`config.mk`:
```
export PLATFORM = sky130hd
export DESIGN_NAME = boost_window_predictor
export DESIGN_NICKNAME = d
export VERILOG_FILES = /design/src/rtl/bvp_pkg.sv /design/src/rtl/bvp_hist.sv /design/src/rtl/bvp_xcmp.sv /design/src/rtl/boost_window_predictor.sv
export SDC_FILE = /design/constraint.sdc
export NUM_CORES = 2
export LEC_CHECK = 0
export BUFFER_PORTS_ARGS = -buffer_cell sky130_fd_sc_hd__clkbuf_2
export CAP_MARGIN = 20
export CORE_ASPECT_RATIO = 0.9
export CORE_UTILIZATION = 30
export DETAILED_ROUTE_END_ITERATION = 6
export PLACE_DENSITY = 0.55
export SYNTH_ARGS = -nofsm -noshare
export SYNTH_HDL_FRONTEND = slang
export SYNTH_HIERARCHICAL = 1
export SYNTH_SLANG_ARGS = --single-unit
```
`constraint.sdc`:
```
create_clock -name clk_i -period 25.9 [get_ports clk_i]
set_input_delay 2.59 -clock clk_i [delete_from_list [all_inputs] [get_ports clk_i]]
set_output_delay 2.59 -clock clk_i [all_outputs]
set_load 0.05 [all_outputs]
```
`src/rtl/bvp_pkg.sv`:
```
package bvp_pkg;
  typedef enum logic [2:0] {
    ST_IDLE,
    ST_ACQ,
    ST_LOWACC,
    ST_CHECK,
    ST_DONE
  } bvp_state_e;
endpackage

```
`src/rtl/bvp_hist.sv`:
```
module bvp_hist #(
  parameter int DEPTH  = 46,
  parameter int DATA_W = 16,
  parameter int IDX_W  = 6
) (
  input  logic              clk_i,
  input  logic              rst_ni,
  input  logic              wr_en_i,
  input  logic [IDX_W-1:0]  wr_idx_i,
  input  logic [DATA_W-1:0] wr_data_i,
  input  logic [IDX_W-1:0]  rd_a_idx_i,
  output logic [DATA_W-1:0] rd_a_data_o,
  input  logic [IDX_W-1:0]  rd_b_idx_i,
  output logic [DATA_W-1:0] rd_b_data_o
);
  logic [DATA_W-1:0] mem_q [DEPTH];

  for (genvar g = 0; g < DEPTH; g++) begin : g_ent
    always_ff @(posedge clk_i or negedge rst_ni) begin
      if (!rst_ni)                                  mem_q[g] <= '0;
      else if (wr_en_i && wr_idx_i == IDX_W'(g))    mem_q[g] <= wr_data_i;
    end
  end

  always_comb begin
    rd_a_data_o = '0;
    rd_b_data_o = '0;
    for (int i = 0; i < DEPTH; i++) begin
      if (rd_a_idx_i == IDX_W'(i)) rd_a_data_o = mem_q[i];
      if (rd_b_idx_i == IDX_W'(i)) rd_b_data_o = mem_q[i];
    end
  end
endmodule

```
`src/rtl/bvp_xcmp.sv`:
```
// Ratio test without division: num/den vs q (fixed point, FRAC bits).
module bvp_xcmp #(
  parameter int AREA_W = 22,
  parameter int Q_W    = 16,
  parameter int FRAC   = 8,
  parameter bit LESS   = 1'b0
) (
  input  logic [AREA_W-1:0] num_i,
  input  logic [AREA_W-1:0] den_i,
  input  logic [Q_W-1:0]    q_i,
  output logic              hit_o
);
  localparam int P_W = AREA_W + Q_W;

  logic [P_W-1:0] lhs, rhs;

  assign lhs = P_W'(num_i) << FRAC;
  assign rhs = P_W'(q_i) * P_W'(den_i);

  if (LESS) begin : g_lt
    assign hit_o = lhs < rhs;
  end else begin : g_gt
    assign hit_o = lhs > rhs;
  end
endmodule

```
`src/rtl/boost_window_predictor.sv`:
```
module boost_window_predictor
  import bvp_pkg::*;
#(
  parameter int DIM   = 16,
  parameter int CNT_W = 16,
  parameter int Q_W   = 16,
  localparam int TOTAL = 3 * DIM - 2,
  localparam int IDX_W = $clog2(TOTAL)
) (
  input  logic             clk_i,
  input  logic             rst_ni,
  input  logic             start_i,
  input  logic             cnt_vld_i,
  input  logic [IDX_W-1:0] cycle_i,
  input  logic [CNT_W-1:0] err_cnt_i,
  input  logic [Q_W-1:0]   bell_thr_i,
  input  logic [Q_W-1:0]   tri_thr_i,
  input  logic [Q_W-1:0]   bell_coef_i,
  input  logic [Q_W-1:0]   tri_coef_i,
  output logic             boost_en_o,
  output logic [IDX_W-1:0] low_o,
  output logic [IDX_W-1:0] high_o
);
  localparam int LAST   = TOTAL - 1;
  localparam int MEAN   = TOTAL / 2;
  localparam int HIGH0  = (MEAN * 4) / 3;
  localparam int LOW0   = (MEAN * 2) / 3;
  localparam int TH0    = MEAN / 3;
  localparam int HALF0  = TH0 / 2;
  localparam int FRAC   = Q_W / 2;
  localparam int AREA_W = CNT_W + IDX_W;

  bvp_state_e        state_q;
  logic [IDX_W-1:0]  th_q, low_q, high_q;
  logic [AREA_W-1:0] area_half_q, area_th_q, area_low_q;
  logic [Q_W-1:0]    coef_q;
  logic              en_q;

  logic [AREA_W-1:0] cnt_ext, ath_now, ah_now;
  logic [CNT_W-1:0]  rd_a_data, rd_b_data;
  logic [IDX_W-1:0]  rd_a_idx, low_nxt;
  logic [IDX_W+1:0]  hi_wide;
  logic [IDX_W-1:0]  hi_clamp;
  logic              bell_gt, bell_lt, tri_gt, bal_lt;
  logic              at_th, at_chk, done_w;

  assign cnt_ext = AREA_W'(err_cnt_i);
  assign ath_now = area_th_q + ((cycle_i <= th_q) ? cnt_ext : '0);
  assign ah_now  = area_half_q + ((cycle_i <= IDX_W'(HALF0)) ? cnt_ext : '0);
  assign low_nxt = low_q + 1'b1;
  assign at_th   = cycle_i == th_q;
  assign at_chk  = cycle_i == low_nxt;
  assign rd_a_idx = (state_q == ST_ACQ) ? IDX_W'(HALF0) : th_q + 1'b1;

  assign hi_wide  = {2'b00, low_q} + (({2'b00, low_q} - {2'b00, th_q}) << 1);
  assign hi_clamp = (hi_wide > (IDX_W+2)'(LAST)) ? IDX_W'(LAST) : hi_wide[IDX_W-1:0];
  assign done_w   = state_q == ST_DONE;

  bvp_hist #(.DEPTH(TOTAL), .DATA_W(CNT_W), .IDX_W(IDX_W)) u_hist (
    .clk_i       (clk_i),
    .rst_ni      (rst_ni),
    .wr_en_i     (cnt_vld_i),
    .wr_idx_i    (cycle_i),
    .wr_data_i   (err_cnt_i),
    .rd_a_idx_i  (rd_a_idx),
    .rd_a_data_o (rd_a_data),
    .rd_b_idx_i  (th_q),
    .rd_b_data_o (rd_b_data)
  );

  bvp_xcmp #(.AREA_W(AREA_W), .Q_W(Q_W), .FRAC(FRAC), .LESS(1'b0)) u_bell_gt (
    .num_i(ath_now), .den_i(ah_now), .q_i(bell_thr_i), .hit_o(bell_gt));
  bvp_xcmp #(.AREA_W(AREA_W), .Q_W(Q_W), .FRAC(FRAC), .LESS(1'b1)) u_bell_lt (
    .num_i(ath_now), .den_i(ah_now), .q_i(bell_thr_i), .hit_o(bell_lt));
  bvp_xcmp #(.AREA_W(AREA_W), .Q_W(Q_W), .FRAC(FRAC), .LESS(1'b0)) u_tri_gt (
    .num_i(ath_now), .den_i(ah_now), .q_i(tri_thr_i), .hit_o(tri_gt));
  bvp_xcmp #(.AREA_W(AREA_W), .Q_W(Q_W), .FRAC(FRAC), .LESS(1'b1)) u_bal_lt (
    .num_i(area_low_q), .den_i(area_th_q), .q_i(coef_q), .hit_o(bal_lt));

  always_ff @(posedge clk_i or negedge rst_ni) begin
    if (!rst_ni) begin
      state_q     <= ST_IDLE;
      th_q        <= IDX_W'(TH0);
      low_q       <= IDX_W'(LOW0);
      high_q      <= IDX_W'(HIGH0);
      area_half_q <= '0;
      area_th_q   <= '0;
      area_low_q  <= '0;
      coef_q      <= '0;
      en_q        <= 1'b0;
    end else if (start_i) begin
      state_q     <= ST_ACQ;
      th_q        <= IDX_W'(TH0);
      low_q       <= IDX_W'(LOW0);
      high_q      <= IDX_W'(HIGH0);
      area_half_q <= '0;
      area_th_q   <= '0;
      area_low_q  <= '0;
      coef_q      <= '0;
      en_q        <= 1'b0;
    end else if (cnt_vld_i) begin
      unique case (state_q)
        ST_ACQ: begin
          area_half_q <= ah_now;
          area_th_q   <= ath_now;
          if (at_th) begin
            if (bell_gt) begin
              en_q       <= 1'b1;
              coef_q     <= bell_coef_i;
              area_low_q <= cnt_ext;
              state_q    <= ST_LOWACC;
            end else if (bell_lt && tri_gt) begin
              // triangle: look earlier, low <- old th, th <- half
              en_q       <= 1'b1;
              coef_q     <= tri_coef_i;
              low_q      <= th_q;
              th_q       <= IDX_W'(HALF0);
              area_th_q  <= ah_now;
              area_low_q <= ath_now - ah_now + AREA_W'(rd_a_data);
              state_q    <= ST_CHECK;
            end else begin
              state_q    <= ST_DONE;
            end
          end
        end
        ST_LOWACC: begin
          if (cycle_i <= low_q) area_low_q <= area_low_q + cnt_ext;
          if (cycle_i == low_q) state_q <= ST_CHECK;
        end
        ST_CHECK: begin
          if (at_chk) begin
            if (bal_lt && cycle_i != IDX_W'(LAST)) begin
              th_q       <= th_q + 1'b1;
              low_q      <= low_nxt;
              area_th_q  <= area_th_q + AREA_W'(rd_a_data);
              area_low_q <= area_low_q - AREA_W'(rd_b_data) + cnt_ext;
            end else begin
              high_q  <= hi_clamp;
              state_q <= ST_DONE;
            end
          end
        end
        default: ;
      endcase
    end
  end

  assign boost_en_o = en_q;
  assign low_o      = low_q;
  assign high_o     = high_q;
endmodule

```
# Word level (Yosys, flattened, before mapping)
# Cells that the tools add are included.
# Widths: inputs -> output; s select.
# op_classes
n_addsub	12
mul	3
magnitude_cmp	8
eq_ne	152
muxes	158
n_reduce_logical	66
# ops
cell	n
$mux 16	100
$mux 22	18
$eq 6x5->1 const B	48
$eq 6x6->1 const B	42
$eq 6x4->1 const B	24
$add 22x16->22	6
$mux 6	21
$mul 16x22->38	3
$gt 30x38->1	2
$lt 30x38->1	2
$eq 6x3->1 const B	12
$pmux 22 s3	1
$logic_and 1x1->1	48
$pmux 22 s2	1
$eq 6x2->1 const B	6
$mux 3	8
$pmux 6 s2	2
$sub 22x16->22	1
$sub 22x22->22	1
$ne 3x3->1 const B	7
$eq 6x1->1 const B	3
$eq 6x6->1	3
$logic_not 6->1	3
$reduce_and 7->1	2
20 further kinds	35
# word_totals
reg_bits	840
input_bits	90
elab_cells	454

# Longest topological paths before layout
# logic_depth
word_depth	56
ltp_mapped	53
ltp_nobuf	50

# Modules after synthesis
# The synthesis kept the hierarchy.
# by_module_without_submodules
module	n_inst	cells_each	area_per_inst_um2
bvp_hist	1	4045	43160.1
boost_window_predictor	1	1678	13276.5
bvp_xcmp (u_bell_gt)	1	1412	12100.4
bvp_xcmp (u_bell_lt)	1	1407	12090.3
bvp_xcmp (u_bal_lt)	1	1389	12017.8
bvp_xcmp (u_tri_gt)	1	1398	11957.7

# Worst setup path after synthesis
# No wires, ideal clock.
# synth_timing
path_kind	in2reg
from	input cycle_i[2]
to	register area_low_q[11]
arrival_ns	14.076
t_required_ns	25.778
setup_slack_ns	11.702
path_stages	49
path_cell_list	nor4_1 -> and2_1 -> ha_1 -> inv_1 -> fa_1 -> nor2b_4 -> o31a_1 -> o31ai_2 -> a31oi_1 -> a31o_2 -> nand3_1 -> xnor2_1 -> clkbuf_1 -> nand2_1 -> fa_1 -> fa_1 -> fa_1 -> inv_1 -> (+13 left out) -> ha_1 -> nand4_1 -> nor3_1 -> nand2_1 -> or4_1 -> o32ai_1 -> a311oi_1 -> o2111ai_1 -> or4_4 -> a2111oi_4 -> a21oi_1 -> nor2_1 -> a2111oi_0 -> a21oi_1 -> o211ai_2 -> buf_6 -> a21oi_1 -> a32o_1
# synth_via
elab_cells_between_ends	31
cone_classes	add/sub: 4; mul: 2; order compare: 6; eq/ne: 8; mux: 8; reduce/logical: 3
# synth_rtl
item	line	source
start: declaration	boost_window_predictor.sv:14	input logic [IDX_W-1:0] cycle_i,
$le 6x2->1	boost_window_predictor.sv:49	assign ah_now = area_half_q + ((cycle_i <= IDX_W'(HALF0)) ? cnt_ext : '0);
$mux 16	boost_window_predictor.sv:49	
$add 22x16->22	boost_window_predictor.sv:49	
net ah_now[18]	boost_window_predictor.sv:39	logic [AREA_W-1:0] cnt_ext, ath_now, ah_now;
$mul 16x22->38	bvp_xcmp.sv:18	assign rhs = P_W'(q_i) * P_W'(den_i);
$gt 30x38->1	bvp_xcmp.sv:23	assign hit_o = lhs > rhs;
net tri_gt	boost_window_predictor.sv:44	logic bell_gt, bell_lt, tri_gt, bal_lt;
$logic_and 1x1->1	boost_window_predictor.sv:112	end else if (bell_lt && tri_gt) begin
$ne 4x3->1 (no source line)	n/a	
$reduce_and 7->1 (no source line)	n/a	
end signal: assignment	boost_window_predictor.sv:110	area_low_q <= cnt_ext;
end signal: assignment	boost_window_predictor.sv:119	area_low_q <= ath_now - ah_now + AREA_W'(rd_a_data);
end signal: assignment	boost_window_predictor.sv:127	if (cycle_i <= low_q) area_low_q <= area_low_q + cnt_ext;
end: declaration	boost_window_predictor.sv:35	logic [AREA_W-1:0] area_half_q, area_th_q, area_low_q;
# The timed path passes the listed nets, and every way through them passes these cells. The select of a mux whose other input is x is not followed.
# A chain may end at the register's enable or synchronous reset.

# Worst setup path in the final report
# layout_timing
from	input cycle_i[2]
to	register area_th_q[20]
# layout_via
elab_chain_len	12
elab_cells_between_ends	25
cone_classes	add/sub: 2; mul: 2; order compare: 5; eq/ne: 5; mux: 8; reduce/logical: 3
# layout_rtl
item	line	source
$le 6x2->1	boost_window_predictor.sv:49	
$mux 16	boost_window_predictor.sv:49	
$add 22x16->22	boost_window_predictor.sv:49	
net ah_now[9]	boost_window_predictor.sv:39	
$mul 16x22->38	bvp_xcmp.sv:18	
$gt 30x38->1	bvp_xcmp.sv:23	
net tri_gt	boost_window_predictor.sv:44	
$logic_and 1x1->1	boost_window_predictor.sv:112	
$mux 22	boost_window_predictor.sv:112	
$mux 22	boost_window_predictor.sv:107	if (bell_gt) begin
$mux 22	boost_window_predictor.sv:106	if (at_th) begin
$pmux 22 s2	boost_window_predictor.sv:102	unique case (state_q)
$mux 22	boost_window_predictor.sv:101	end else if (cnt_vld_i) begin
$mux 22	boost_window_predictor.sv:91	end else if (start_i) begin
end signal: assignment	boost_window_predictor.sv:105	area_th_q <= ath_now;
end signal: assignment	boost_window_predictor.sv:118	area_th_q <= ah_now;
end signal: assignment	boost_window_predictor.sv:135	area_th_q <= area_th_q + AREA_W'(rd_a_data);
end: declaration	boost_window_predictor.sv:35	
# The timed path passes the listed nets, and every way through them passes these cells. The select of a mux whose other input is x is not followed.

==> results.py <==
metrics = {
    "status": {
        "status": "completed",
    },
    "worst_setup_path": {
        "cp_top_family": "compound AO/OA/AOI/OAI gates",
        "worst-path-stages": 47,
        "arrival_ns": 16.19,
        "cpPeakStageDelay_ns": 0.80,
        "crit_path_max_fanout": 35,
        "start_kind": "primary input",
        "r2r_start": "area_half_q[2]",
        "crit_path_top_delay_cell": "o41ai_1",
        "path_common_cell": "fa_1",
        "criticalPathCategory": "primary input to flop",
        "crit_end": "area_th_q[20]",
        "crit_path_start": "cycle_i[2]",
        "cp.required_ns": 26.55,
        "worst-path-buf-inv": 7,
        "reg2reg_depth": 42,
        "r2r_slack_ns": 12.82,
        "reg2reg_to": "area_th_q[20]",
        "end_kind": "flop",
    },
    "sta": {
        "slew_headroom_pct": 11.1,
        "setup_tns_ns": 0,
        "hold_violations": 0,
        "fin_crit_sh_pct": 60.0,
        "max_slew.worst_pin.slew_ns": 1.33,
        "max_freq_mhz": 64.3,
        "fin_worst_skew_ns": 0.0665,
        "hold_slack_ns": 0.504,
        "setup_ws_ns": 10.36,
        "maxSlewViolCount": 0,
        "period_minus_slack_ns": 15.54,
        "setup_viol": 0,
        "rsz0062_at_grt": "no",
    },
    "synthesis": {
        "synth_top_area_share_pct": 22.0,
        "synthCells": 11300,
        "ys_seq_area_share_pct": 20.1,
        "synth_top_flop_cell": "dfrtp_1",
        "yosysMostFrequentCell": "inv_1",
        "ys_ff_latch": 840,
        "netlist_top_cells_count": "1460 x inv_1, 1309 x nand2_1, 1150 x fa_1",
        "synth_xor_xnor_area_share_pct": 1.98,
        "synth_edf_count": 0,
        "synth_top_family_by_area": "adder cells",
        "syn_nets": 13200,
        "ys_types": 129,
        "avgSynthCellArea_um2": 9.23,
        "synth_compound_area_share_pct": 13.7,
        "synthTopCellsByArea": "fa_1 22%, dfrtp_1 20%, mux2_2 8.7%",
        "syn_area_mm2": 0.105,
        "async_flop_share_pct": 100,
        "yosys.area_share.simple_pct": 14.6,
        "synth_mux_area_share_pct": 11.4,
        "synth_warnings": 6,
        "synthAdderAreaFrac_pct": 30.0,
        "synth_area_leader_cell": "fa_1",
    },
    "cts": {
        "cts_sinks": 840,
        "cts-root-buf": "clkbuf_16",
        "cts_max_level": 3,
        "post_cts_resize_count": 0,
        "clk_latency_ns": 0.77,
        "cts_hold_buf": 0,
        "cts_tree": "built",
        "clkTransAtPathRegs_ns": 0.07,
        "cts_made_buffers": 94,
        "ctsLongestPathBuffers": 3,
        "cts_setup_buffers": 0,
    },
    "hold_path": {
        "hold_class": "flop to flop",
    },
    "cells_and_area": {
        "layout-drive-gt1-share_pct": 14.2,
        "fin_util_pct": 32.9,
        "area_delta_synth_final_pct": 8.94,
        "fin_nets": 13000,
    },
    "power": {
        "ir_worst_vdd_v": 0.000135,
        "p_switching_w": 0.00590,
        "seqPwrFrac_pct": 16.3,
        "p_int_w": 0.00503,
        "cellLeakagePower_nw": 53.4,
        "pwr-share-clk_pct": 13.5,
        "switching_share_pct": 54.0,
        "p_per_area_mw_per_mm2": 95.9,
        "pwr-share-comb_pct": 70.2,
    },
    "detailed_routing": {
        "via_per_inst": 5.60,
        "num_vias": 88800,
        "wl_um": 407000,
        "drc": 0,
        "drt_iter0_markers": 9869,
        "avgRoutedWirePerCell_um": 25.7,
        "drtPass1Iterations": 7,
        "postRouteAntennaNets": 0,
    },
    "floorplan": {
        "initial_utilization_pct": 30.2,
        "io_pins": 103,
        "dieArea_mm2": 0.351,
        "die-height_um": 562,
        "rows": 205,
        "die_w_um": 624,
        "design.core.area_mm2": 0.347,
    },
    "grt": {
        "grt_max_degree": 142,
        "grt_antenna_before_repair": 41,
        "grt.total_usage_pct": 22.8,
        "grt_pass1_vias": 88000,
        "grt_pass1_wl_um": 604000,
        "overflow": 0,
    },
    "place": {
        "port_buffers": 102,
        "gp_congestion": 0.986,
        "dp_hpwl_um": 286000,
        "pre_cts_ws_ns": 9.74,
    },
    "run": {
        "cap_violations": 0,
    },
}
==> worst min path at each step <==
stage | from | to | slack (ns) | depth (start not counted)
after floorplan | u_hist/mem_q[533] | u_hist/mem_q[533] | 0.48 | 1
after global placement | area_th_q[14] | area_th_q[14] | 0.48 | 1
after detailed placement | area_th_q[8] | area_th_q[8] | 0.49 | 1
after CTS | area_th_q[14] | area_th_q[14] | 0.50 | 1
after global routing | area_th_q[14] | area_th_q[14] | 0.53 | 1
final | area_th_q[8] | area_th_q[8] | 0.50 | 1
==> cell usage in the layout (no fill, tap or decap), types with 72 or more instances in the layout <==
cell type / count
fa_1: 1150
a21o_1: 121
inv_1: 1454
nand2_1: 1309
mux2i_1: 182
nand3_1: 163
o21ai_0: 381
and2_1: 651
ha_1: 669
a22oi_1: 72
mux2_2: 812
dfrtp_1: 829
a211oi_1: 97
nor3_1: 105
nor2_1: 404
clkbuf_16: 94
xor2_1: 93
o211ai_1: 79
clkbuf_2: 100
buf_4: 262
xnor2_1: 118
o22ai_1: 115
a21oi_1: 527
==> kinds of logic after synthesis <==
family | Yosys count
and+or+nand+nor | 3097
adders and majority gates | 1820
xor gates and xnor gates | 232
buffers and inverters | 2174
DFF | 840
muxes | 1038
AOI/OAI and AO/OA | 2128
==> metrics by stage <==
step	cells	instance area, µm²	power, W
after floorplan	11300	105000	0.00669
after CTS	15800	114000	0.0107
final	15900	114000	0.0109
after global routing	15800	114000	0.0116
after global placement	15600	110000	0.00919
after detailed placement	15600	110000	0.00919
==> power by group through the flow <==
stage | Combinational (W) | Sequential, W | Clock [W]
6_report | 0.00767 | 0.00178 | 0.00147
5_1_grt | 0.00823 | 0.00180 | 0.00153
4_1_cts | 0.00746 | 0.00177 | 0.00149
3_5_place_dp | 0.00740 | 0.00179 | 0
3_3_place_gp | 0.00740 | 0.00179 | 0
2_1_floorplan | 0.00501 | 0.00168 | 0
==> flip-flops by register name, indices dropped and copies added (netlist names) <==
| signal | count |
|---|---|
| u_hist/mem_q | 736 |
| boost_en_o | 1 |
| th_q | 6 |
| state_q | 3 |
| area_half_q | 22 |
| area_low_q | 22 |
| low_o | 6 |
| area_th_q | 22 |
| high_o | 6 |
| coef_q | 16 |
==> area by class of cell <==
type / instances / area (µm²)
multi-input combinational: 8315 / 75500
inverter: 1463 / 5490
antenna: 20 / 50.0
sequential: 840 / 21000
timing repair buffer: 378 / 2730
clock buffer: 128 / 2630
tap: 4657 / 5830
fill: 36100 / 233000
clock inverter: 50 / 669
==> metal layers <==
metal,GRT usage (%),wire [µm],up-vias
met5,0.352,272,-
met4,8.70,19300,16
met3,5.75,43000,973
met2,34.4,173000,4793
met1,31.1,171000,45100
li1,-,-,37900
(Power assumes the default switching activity.)
